--- src/rtl/tmr_pkg.sv ---
package tmr_pkg;

   typedef enum logic [2:0] {
      MODE_EVT_RISE = 3'b000,
      MODE_EVT_FALL = 3'b001,
      MODE_BAD_A    = 3'b010,
      MODE_BAD_B    = 3'b011,
      MODE_TMR      = 3'b100,
      MODE_TMR_TGL  = 3'b101,
      MODE_CAP_RISE = 3'b110,
      MODE_CAP_FALL = 3'b111
   } tmr_mode_e;

   function automatic logic mode_is_event(input tmr_mode_e m);
      return (m == MODE_EVT_RISE) || (m == MODE_EVT_FALL);
   endfunction

   function automatic logic mode_is_capture(input tmr_mode_e m);
      return (m == MODE_CAP_RISE) || (m == MODE_CAP_FALL);
   endfunction

   function automatic logic mode_is_legal(input tmr_mode_e m);
      return (m != MODE_BAD_A) && (m != MODE_BAD_B);
   endfunction

endpackage

--- src/rtl/tmr_edge_sync.sv ---
module tmr_edge_sync #(
   parameter int SYNC_STAGES = 2
) (
   input  logic clk,
   input  logic rst_n,
   input  logic pin_async,
   output logic rise_o,
   output logic fall_o
);
   localparam int TOP = SYNC_STAGES - 1;

   if (SYNC_STAGES < 2) begin : g_bad_stages
      $error("tmr_edge_sync: SYNC_STAGES must be at least 2");
   end

   logic [SYNC_STAGES-1:0] sync_q;
   logic                   prev_q;

   always_ff @(posedge clk or negedge rst_n) begin
      if (!rst_n) begin
         sync_q <= '0;
         prev_q <= 1'b0;
      end else begin
         sync_q <= {sync_q[SYNC_STAGES-2:0], pin_async};
         prev_q <= sync_q[TOP];
      end
   end

   assign rise_o = sync_q[TOP] & ~prev_q;
   assign fall_o = ~sync_q[TOP] & prev_q;

endmodule

--- src/rtl/tmr_count_unit.sv ---
module tmr_count_unit #(
   parameter int WIDTH = 16,
   localparam int NB   = WIDTH / 8
) (
   input  logic             clk,
   input  logic             rst_n,
   input  logic             run_ok,
   input  logic             step,
   input  logic             reload_en,
   input  logic             cap_stb,
   input  logic [NB-1:0]    cnt_wmask,
   input  logic [NB-1:0]    rld_wmask,
   input  logic [7:0]       wbyte,
   output logic [WIDTH-1:0] cnt_o,
   output logic [WIDTH-1:0] rld_o,
   output logic             uflow_o,
   output logic             cap_o
);
   logic [WIDTH-1:0] cnt_q, cnt_d;
   logic [WIDTH-1:0] rld_q, rld_d;
   logic             cnt_hit_zero;

   assign cnt_hit_zero = (cnt_q == '0);

   always_comb begin
      cnt_d = cnt_q;
      if (run_ok && step) begin
         if (cnt_hit_zero) cnt_d = reload_en ? rld_q : '1;
         else              cnt_d = cnt_q - WIDTH'(1);
      end
      if (|cnt_wmask) begin
         cnt_d = cnt_q;
         for (int b = 0; b < NB; b++)
            if (cnt_wmask[b]) cnt_d[b*8 +: 8] = wbyte;
      end
   end

   always_comb begin
      rld_d = rld_q;
      if (run_ok && cap_stb) rld_d = cnt_q;
      if (|rld_wmask) begin
         rld_d = rld_q;
         for (int b = 0; b < NB; b++)
            if (rld_wmask[b]) rld_d[b*8 +: 8] = wbyte;
      end
   end

   always_ff @(posedge clk or negedge rst_n) begin
      if (!rst_n) begin
         cnt_q <= '0;
         rld_q <= '0;
      end else begin
         cnt_q <= cnt_d;
         rld_q <= rld_d;
      end
   end

   assign uflow_o = run_ok && step && reload_en && cnt_hit_zero && !(|cnt_wmask);
   assign cap_o   = run_ok && cap_stb;
   assign cnt_o   = cnt_q;
   assign rld_o   = rld_q;

endmodule

--- src/rtl/tmr_irq_flag.sv ---
module tmr_irq_flag (
   input  logic clk,
   input  logic rst_n,
   input  logic set_i,
   input  logic wr_i,
   input  logic en_d_i,
   input  logic clr_d_i,
   output logic pend_o,
   output logic en_o,
   output logic irq_o
);
   logic pend_q, en_q;

   always_ff @(posedge clk or negedge rst_n) begin
      if (!rst_n) begin
         pend_q <= 1'b0;
         en_q   <= 1'b0;
      end else begin
         if (wr_i) en_q <= en_d_i;
         if (set_i)                pend_q <= 1'b1;
         else if (wr_i && clr_d_i) pend_q <= 1'b0;
      end
   end

   assign pend_o = pend_q;
   assign en_o   = en_q;
   assign irq_o  = pend_q & en_q;

endmodule

--- src/rtl/tmr16_multi.sv ---
module tmr16_multi
   import tmr_pkg::*;
#(
   parameter int WIDTH       = 16,
   parameter int SYNC_STAGES = 2,
   localparam int NB         = WIDTH / 8,
   localparam int NREG       = 2 * NB + 2,
   localparam int AW         = $clog2(NREG),
   localparam int CTRL_IDX   = 2 * NB,
   localparam int IRQ_IDX    = 2 * NB + 1
) (
   input  logic          clk,
   input  logic          rst_n,
   input  logic          tick_en,
   input  logic [AW-1:0] reg_addr,
   input  logic          reg_wr,
   input  logic [7:0]    reg_wdata,
   output logic [7:0]    reg_rdata,
   input  logic          pin_in,
   output logic          pin_out,
   output logic          irq
);
   if ((WIDTH % 8) != 0 || WIDTH < 8) begin : g_bad_width
      $error("tmr16_multi: WIDTH must be a positive multiple of 8");
   end

   tmr_mode_e        mode_q;
   logic             run_q;
   logic             pin_q;
   logic             rise, fall;
   logic             cnt_step, cap_stb, reload_en, run_ok;
   logic [NB-1:0]    cnt_wmask, rld_wmask;
   logic [WIDTH-1:0] cnt_val, rld_val;
   logic             uflow, cap_evt;
   logic             ctrl_wr, irq_wr, clr_wr;
   logic             pend, irq_en;

   // byte-lane write decode
   for (genvar g = 0; g < NB; g++) begin : g_lane
      assign cnt_wmask[g] = reg_wr && (reg_addr == AW'(g));
      assign rld_wmask[g] = reg_wr && (reg_addr == AW'(NB + g));
   end

   assign ctrl_wr = reg_wr && (reg_addr == AW'(CTRL_IDX));
   assign irq_wr  = reg_wr && (reg_addr == AW'(IRQ_IDX));
   assign clr_wr  = irq_wr && reg_wdata[1];

   always_ff @(posedge clk or negedge rst_n) begin
      if (!rst_n) begin
         mode_q <= MODE_EVT_RISE;
         run_q  <= 1'b0;
      end else if (ctrl_wr) begin
         mode_q <= tmr_mode_e'(reg_wdata[7:5]);
         run_q  <= reg_wdata[4];
      end
   end

   tmr_edge_sync #(.SYNC_STAGES(SYNC_STAGES)) u_sync (
      .clk      (clk),
      .rst_n    (rst_n),
      .pin_async(pin_in),
      .rise_o   (rise),
      .fall_o   (fall)
   );

   // mode decode: step source, capture strobe, reload vs wrap
   always_comb begin
      cnt_step = tick_en;
      cap_stb  = 1'b0;
      unique case (mode_q)
         MODE_EVT_RISE: cnt_step = rise;
         MODE_EVT_FALL: cnt_step = fall;
         MODE_CAP_RISE: cap_stb  = rise;
         MODE_CAP_FALL: cap_stb  = fall;
         default:       ;
      endcase
   end

   assign reload_en = !mode_is_capture(mode_q);
   assign run_ok    = run_q && mode_is_legal(mode_q);

   tmr_count_unit #(.WIDTH(WIDTH)) u_count (
      .clk      (clk),
      .rst_n    (rst_n),
      .run_ok   (run_ok),
      .step     (cnt_step),
      .reload_en(reload_en),
      .cap_stb  (cap_stb),
      .cnt_wmask(cnt_wmask),
      .rld_wmask(rld_wmask),
      .wbyte    (reg_wdata),
      .cnt_o    (cnt_val),
      .rld_o    (rld_val),
      .uflow_o  (uflow),
      .cap_o    (cap_evt)
   );

   tmr_irq_flag u_flag (
      .clk    (clk),
      .rst_n  (rst_n),
      .set_i  (uflow | cap_evt),
      .wr_i   (irq_wr),
      .en_d_i (reg_wdata[0]),
      .clr_d_i(reg_wdata[1]),
      .pend_o (pend),
      .en_o   (irq_en),
      .irq_o  (irq)
   );

   always_ff @(posedge clk or negedge rst_n) begin
      if (!rst_n)                             pin_q <= 1'b0;
      else if (uflow && mode_q == MODE_TMR_TGL) pin_q <= ~pin_q;
   end
   assign pin_out = pin_q;

   always_comb begin
      reg_rdata = 8'h00;
      for (int b = 0; b < NB; b++) begin
         if (reg_addr == AW'(b))      reg_rdata = cnt_val[b*8 +: 8];
         if (reg_addr == AW'(NB + b)) reg_rdata = rld_val[b*8 +: 8];
      end
      if (reg_addr == AW'(CTRL_IDX)) reg_rdata = {mode_q, run_q, 4'b0000};
      if (reg_addr == AW'(IRQ_IDX))  reg_rdata = {6'b000000, pend, irq_en};
   end

endmodule

--- config.mk ---
export PLATFORM = sky130hd
export DESIGN_NAME = tmr16_multi
export DESIGN_NICKNAME = d
export VERILOG_FILES = /design/src/rtl/tmr_pkg.sv /design/src/rtl/tmr_edge_sync.sv /design/src/rtl/tmr_count_unit.sv /design/src/rtl/tmr_irq_flag.sv /design/src/rtl/tmr16_multi.sv
export SDC_FILE = /design/constraint.sdc
export NUM_CORES = 1
export LEC_CHECK = 0
export BUFFER_PORTS_ARGS = -buffer_cell sky130_fd_sc_hd__buf_2
export CAP_MARGIN = 5
export CELL_PAD_IN_SITES_DETAIL_PLACEMENT = 1
export CELL_PAD_IN_SITES_GLOBAL_PLACEMENT = 1
export CORE_MARGIN = 5
export CORE_UTILIZATION = 25
export DETAILED_ROUTE_END_ITERATION = 16
export HOLD_SLACK_MARGIN = 0.05
export PLACE_DENSITY = 0.51
export SYNTH_ARGS = -nofsm -noshare
export SYNTH_HDL_FRONTEND = slang
export SYNTH_HIERARCHICAL = 1
export SYNTH_SLANG_ARGS = --single-unit
--- constraint.sdc ---
create_clock -name clk -period 4.96 [get_ports clk]
set_input_delay 0.992 -clock clk [delete_from_list [all_inputs] [get_ports clk]]
set_output_delay 0.992 -clock clk [all_outputs]
set_load 0.05 [all_outputs]
# Yosys cells after proc, flatten, opt, wreduce, memory -nomap -nowiden
# Index checks and enable logic that the tools add are counted.
# totals
inputBits	16
reg_bits	42
wordCells	84
output_inout_bits	10
# op_classes
n_bitwise	7
eq_ne	15
addsub	1
mux	20
reduce_logical	30
# ops
operator	count
16-bit 2-to-1 mux	6
8-bit 2-to-1 mux	10
16-bit logical NOT	1
16-bit by 1-bit subtractor with 16-bit output (second input constant)	1
3-bit equality test (second input constant)	5
1-bit logical AND	15
2-bit inequality test (second input constant)	4
2-bit AND reduction	4
3-bit by 1-bit equality test with 1-bit output (second input constant)	2
3-bit by 2-bit equality test with 1-bit output (second input constant)	2
3-bit logical NOT	2
3-bit by 2-bit inequality test with 1-bit output (second input constant)	2
2-bit nonzero test	3
1-bit case mux with 2 select lines	2
2-bit OR reduction	2
1-bit AND	3
1-bit NOT	3
1-bit logical NOT	2
1-bit 2-to-1 mux	2
1-bit logical OR	1
1-bit OR	1

# Logic depth before layout (Yosys ltp)
# Gate-level depths: netlist of run 1.
# logic_depth
depth_word	9
mapped_depth	10
ltp_nobuf	8

# Cells and area by module
# Netlist of run 1, hierarchy kept.
# modules_own_cells
mod	seq_area_each_um2	instances	cells_per_inst	area_per_inst_um2
tmr_count_unit	800.8	1	248	2090.8
tmr16_multi	125.1	1	75	686.9
tmr_edge_sync	75.1	1	5	90.1
tmr_irq_flag	50.0	1	6	82.6

# Least setup slack after synthesis of run 1
# OpenSTA, ideal clock, no wires.
# synth_path
path_type	input port to output port
start	input reg_addr[2]
end	output reg_rdata[0]
arrival_time_ns	2.353
stages	5
t_required_ns	3.968
slack_ns	1.615
n_path_buf	2
cell_sequence	buf_4 buf_6 nand3_1 a21oi_1 a2bb2oi_1
# synth_via
elab_chain_len	7
elab_cells_between_ends	12
# synth_rtl
element	line_no	text
start: declaration	tmr16_multi.sv:15	input logic [AW-1:0] reg_addr,
3-bit logical NOT	tmr16_multi.sv:119	if (reg_addr == AW'(b)) reg_rdata = cnt_val[b*8 +: 8];
8-bit 2-to-1 mux	tmr16_multi.sv:119	
8-bit 2-to-1 mux	tmr16_multi.sv:120	if (reg_addr == AW'(NB + b)) reg_rdata = rld_val[b*8 +: 8];
8-bit 2-to-1 mux	tmr16_multi.sv:119	
8-bit 2-to-1 mux	tmr16_multi.sv:120	
8-bit 2-to-1 mux	tmr16_multi.sv:122	if (reg_addr == AW'(CTRL_IDX)) reg_rdata = {mode_q, run_q, 4'b0000};
8-bit 2-to-1 mux *	tmr16_multi.sv:123	if (reg_addr == AW'(IRQ_IDX)) reg_rdata = {6'b000000, pend, irq_en};
end: declaration	tmr16_multi.sv:18	output logic [7:0] reg_rdata,
# Every way passes the cells marked *; elsewhere a longest branch is shown, timed or not.

# Worst setup path after layout of run 1
# layout_path
start	input reg_addr[1]
end	output reg_rdata[3]
# Same word-level chain as after synthesis.

==> flow_summary.json, run 1 <==
{
  "arrival_ps": 2420,
  "synth_ff_type": "dfrtp_1",
  "syn_area_um2": 2950,
  "drtIter0Drc": 134,
  "fill_cells": 1356,
  "netlist_top_cells_area": "dfrtp_1 (36%), a21oi_1 (5.3%), o21ai_0 (4.9%)",
  "start_kind": "input pin",
  "clockBufferDepth": 2,
  "drv_cap": 0,
  "final_util_pct": 28.1,
  "numPortBuffers": 25,
  "tightest_slew_ps": 1160,
  "power.leakage_nw": 1.35,
  "routedWlPerCell_um": 20.5,
  "power_density_nw_per_um2": 520,
  "core_area_um2": 11500,
  "antenna_cells": 0,
  "die_area_um2": 14100,
  "synth_edf_count": 0,
  "fin_tns_setup_ps": 0,
  "yosysTopAreaCell": "dfrtp_1",
  "cts_resized": 0,
  "grt_pass1_vias": 2662,
  "place_area_um2": 3090,
  "finalWorstSetupSlack_ps": 1550,
  "synth-seq-cells": 42,
  "cts_root_buffer": "clkbuf_16",
  "nets": 363,
  "rows": 39,
  "postRouteAntennaNets": 0,
  "path_class": "in2out",
  "area_growth_pct": 9.63,
  "antenna_found_initial": 0,
  "yosys_warnings": 6,
  "total_power_mw": 1.68,
  "cts_hold_buf": 0,
  "synth_cell_types": 72,
  "critPathCaptureType": "output port",
  "postCtsSetupBuffers": 0,
  "fmax_mhz": 293,
  "grt_max_degree": 43,
  "place_hpwl_um": 7180,
  "holdWs_ps": 357,
  "firstDrtPassIters": 6,
  "dp_slack_ps": 1310,
  "synth_top_area_share_pct": 35.6,
  "rsz0062_at_grt": "no",
  "required_ps": 3970,
  "clock_sinks": 42,
  "grt_remaining_overflow": 0,
  "routed-via-count": 2611,
  "dp_cells": 481,
  "min_period_ps": 3410,
  "synth_area_per_cell_um2": 8.83,
  "vias_per_cell": 5.34,
  "grt_pass1_wl_um": 16000,
  "fin_cells": 489,
  "drc": 0,
  "vdd.ir_drop.worst_v": 0.000120,
  "numCtsBuffers": 5,
  "finClkSkew_ps": 6.73,
  "routed_wl_um": 10000,
  "synth_cells": 334,
  "dieWidth_um": 119,
  "hold_violations": 0,
  "slew_headroom_pct": 22.4,
  "synth_fp_nets": 352,
  "cts_tree": "built",
  "hp-class": "reg2reg",
  "insertion_delay_ps": 290,
  "boundaryPins": 26,
  "post-route-period-util_pct": 68.8,
  "start_util_pct": 25.6,
  "async_flop_share_pct": 100,
  "grt_util_all_layers_pct": 14.4,
  "drv_slew": 0,
  "die_y_um": 119,
  "finalInstanceArea_um2": 3230,
  "clk_pin_slew_ps": 70,
  "status": "completed",
  "h-tree-depth": 2,
  "layout-drive-gt1-share_pct": 17.1,
  "gp_congestion": 0.825,
  "crit_path_max_fanout": 27,
  "setup_viol": 0,
  "yosysSeqAreaShare_pct": 35.6
}
==> Yosys cell counts (3+ instances only) <==
library cell	n
a22oi_1	10
nor3_1	7
or3_1	3
nand3_1	7
clkbuf_8	3
a31oi_1	4
o32ai_1	3
nor2_1	26
xor2_1	4
nand2b_1	5
o21ai_0	29
nand3b_1	6
a21oi_1	31
buf_4	3
inv_1	12
a221oi_1	3
nand2_1	30
mux2i_1	12
nor4_1	5
dfrtp_1	42
or2_2	4
buf_6	6
nor2b_1	8
clkbuf_1	6
mux2_2	4
buf_2	5
==> state kept, by name, summed over array words and instances (netlist names) <==
register       count
mode_q             3
pin_out            1
run_q              1
u_count/cnt_o     16
u_count/rld_o     16
u_flag/en_o        1
u_flag/pend_o      1
u_sync/prev_q      1
u_sync/sync_q      2
==> cells in the final DEF, fill, tap and decap left out, types with 6 or more instances in the layout <==
cell      instances
inv_1            12
a21oi_1          31
a22oi_1          10
nor2b_1           8
buf_2            25
nand2_1          30
nand3b_1          6
nand3_1           7
o21ai_0          29
nor3_1            7
mux2i_1          12
dfrtp_1          42
nor2_1           26
==> layout make-up <==
type                    count  area, um2  share of cell area [%]
multi-input cells         255       1660                    51.2
flip-flops and latches     42       1050                    32.5
well taps                 143        179                    5.53
repair buffers             29        155                    4.80
clock buffers               7        143                    4.41
inverters                  12       45.0                    1.39
clock inverters             1       5.00                   0.155
==> worst max-delay path: stages <==
cell	delay, ps
buf_2	490
mux4_2	580
nor2b_4	140
buf_2	220
==> final timing paths <==
| path | from | endpoint | slack [ps] | cells after the start |
|---|---|---|---|---|
| worst max-delay path | reg_addr[1] | reg_rdata[3] | 1550 | 4 |
| worst max register to register | u_count/cnt_o[0] | u_count/cnt_o[9] | 2230 | 7 |
| worst min-delay path | u_sync/sync_q[0] | u_sync/sync_q[1] | 360 | 0 |
| worst min register to register | u_sync/sync_q[0] | u_sync/sync_q[1] | 360 | 0 |
| min in group asynchronous | rst_n | mode_q[0] | 880 | 1 |
| max in group asynchronous | rst_n | u_count/rld_o[8] | 3450 | 1 |
==> kinds of logic after synthesis <==
logic type	after synthesis	share of synthesized area, %
AND/OR/NAND/NOR	122	23.0
multiplexers	19	7.63
adder cells (fa/ha/maj)	2	0.848
flip-flops	42	35.6
AO/OA/AOI/OAI	106	22.9
buffers and inverters	37	8.23
XOR/XNOR	6	1.78
==> where the power goes <==
part           internal [mW]  total, mW  switching (mW)
sequential             0.476      0.698           0.222
combinational          0.268      0.644           0.376
clock                  0.200      0.342           0.142
==> routing by layer <==
metal / routed length, um / vias to the layer above / GRT usage [%]
met5: 0 / - / 0
met2: 4590 / 39 / 22.3
li1: - / 1245 / -
met4: 110 / 0 / 3.69
met1: 4990 / 1320 / 21.0
met3: 337 / 7 / 2.34
Note: power is estimated with default switching activity, not from simulation.
==> inputs of run 2 (changes only) <==
--- a/config.mk
+++ b/config.mk
@@ -13,7 +13,7 @@
 export CORE_UTILIZATION = 25
 export DETAILED_ROUTE_END_ITERATION = 16
 export HOLD_SLACK_MARGIN = 0.05
-export PLACE_DENSITY = 0.51
+export PLACE_DENSITY = 0.53
 export SYNTH_ARGS = -nofsm -noshare
 export SYNTH_HDL_FRONTEND = slang
 export SYNTH_HIERARCHICAL = 1
==> constraint.sdc (replaced) <==
create_clock -name clk -period 2.9 [get_ports clk]
set_input_delay 0.58 -clock clk [delete_from_list [all_inputs] [get_ports clk]]
set_output_delay 0.58 -clock clk [all_outputs]
set_load 0.05 [all_outputs]
==> run 2 against run 1 <==
Non-clock buffer count is 18 higher. Design area is 5.8% higher. Worst hold slack worse by 70 ps. Sequential share of layout area is 1.8 points lower. Cell count is 3.7% higher. Sequential cell count stayed put. First-iteration DRC count is 79% higher. Via count is 5.9% higher. Register-to-register slack worse by 1700 ps. Die area stayed put.
==> flow_summary.json, run 2 (synthesis gave the netlist of run 1 again) <==
{
  "clock_sinks": 42,
  "gp_congestion": 0.830,
  "rows": 39,
  "grt_pass1_vias": 2788,
  "rsz0062_at_grt": "no",
  "fmax_mhz": 407,
  "core_area_um2": 11500,
  "hold_violations": 0,
  "crit_buf_inv": 2,
  "cp_top_family": "buffers and inverters",
  "cts_resized": 0,
  "arrival_ps": 1880,
  "routed_wl_um": 10600,
  "finClkSkew_ps": 7.15,
  "r2r-start": "u_count/cnt_o[1]",
  "drc": 0,
  "finalInstanceArea_um2": 3420,
  "cts_root_buffer": "clkbuf_16",
  "postRouteAntennaNets": 0,
  "path_class": "in2out",
  "final_common_cell": "dfrtp_1",
  "insertion_delay_ps": 280,
  "ff2ff_path_depth": 7,
  "crit_path_max_fanout": 17,
  "critical_path_depth": 5,
  "start_util_pct": 25.6,
  "grt_max_degree": 25,
  "antenna_found_initial": 0,
  "antenna_cells": 0,
  "status": "completed",
  "vdd.ir_drop.worst_v": 0.000387,
  "start_kind": "input pin",
  "hp-class": "in2async",
  "fin_cells": 507,
  "clockBufferDepth": 2,
  "area_growth_pct": 15.9,
  "clk_pin_slew_ps": 60,
  "drv_cap": 0,
  "setup_viol": 0,
  "dp_cells": 499,
  "grt_remaining_overflow": 0,
  "grt_pass1_wl_um": 16900,
  "dieWidth_um": 119,
  "path_common_cell": "buf_2",
  "crit_slowest_cell": "buf_2",
  "power.leakage_nw": 1.46,
  "routed-via-count": 2764,
  "fin_tns_setup_ps": 0,
  "grt_util_all_layers_pct": 15.1,
  "place_hpwl_um": 7760,
  "firstDrtPassIters": 5,
  "routedWlPerCell_um": 21.0,
  "tightest_slew_ps": 876,
  "cts_hold_buf": 0,
  "crit_chain": "buf_2, mux2i_1, o211a_1, o22ai_1, buf_2",
  "post-route-period-util_pct": 84.8,
  "reg2reg_to": "u_count/cnt_o[10]",
  "final_cell_mix": "dfrtp_1 (42), a21oi_1 (31), nand2_1 (30)",
  "slew_headroom_pct": 41.4,
  "die_y_um": 119,
  "h-tree-depth": 2,
  "die_area_um2": 14100,
  "vias_per_cell": 5.45,
  "holdWs_ps": 288,
  "power_density_nw_per_um2": 929,
  "cts_tree": "built",
  "postCtsSetupBuffers": 0,
  "nets": 381,
  "drv_slew": 0,
  "layout-drive-gt1-share_pct": 21.4,
  "numCtsBuffers": 5,
  "drtIter0Drc": 240,
  "required_ps": 2320,
  "min_period_ps": 2460,
  "place_area_um2": 3220,
  "cp_slowest_stage_delay_ps": 370,
  "critPathCaptureType": "output port",
  "rrSetupSlack_ps": 520,
  "boundaryPins": 26,
  "numPortBuffers": 25
}
-- run 2: stage by stage --
stage                     setup WS [ps]  util [%]  power [mW]
after floorplan                     379         -        1.99
after global placement              372      28.0        2.39
after detailed placement            351      28.0        2.41
after CTS                           445      29.7        3.18
after global routing                377      29.7        3.38
final                               440      29.7        3.18
-- run 2: worst max-delay path by stage --
stage / startpoint / end
global route: reg_addr[1] / reg_rdata[6]
global placement: reg_addr[2] / u_count/cnt_o[5]
floorplan: reg_addr[2] / reg_rdata[0]
finish: reg_addr[1] / reg_rdata[6]
detailed placement: reg_addr[2] / u_count/cnt_o[5]
CTS: reg_addr[1] / reg_rdata[6]
-- run 2: power breakdown --
| part | switching (mW) | leakage, nW | internal (mW) |
|---|---|---|---|
| logic | 0.730 | 0.847 | 0.523 |
| clock network | 0.249 | 0.0971 | 0.518 |
| registers | 0.344 | 0.520 | 0.814 |
| total | 1.32 | 1.46 | 1.85 |
-- run 2: metal layers --
metal | vias to the layer above | part of all wire, % | track usage [%] | wire length (um)
met5 | - | 0 | 0 | 0
met4 | 0 | 0.40 | 2.17 | 43
met3 | 2 | 4.3 | 2.20 | 460
met2 | 65 | 47 | 24.4 | 5050
met1 | 1414 | 48 | 21.7 | 5080
li1 | 1283 | - | - | -
-- run 2: layout make-up --
class,count,area (um2)
Multi-Input combinational cell,255,1660
Inverter,12,45.0
Timing Repair Buffer,47,290
Clock buffer,6,139
Sequential cell,42,1050
Tap cell,143,179
Clock inverter,2,60.1
Fill cell,1369,8100
-- run 2: worst register-to-register path, cell delays in order, from the launching register on --
cell and delay, ps:
dfrtp_1 440, inv_1 100, ha_1 250, or3b_1 500
or3_1 370, a221oi_2 230, a311oi_1 90, a221o_1 280
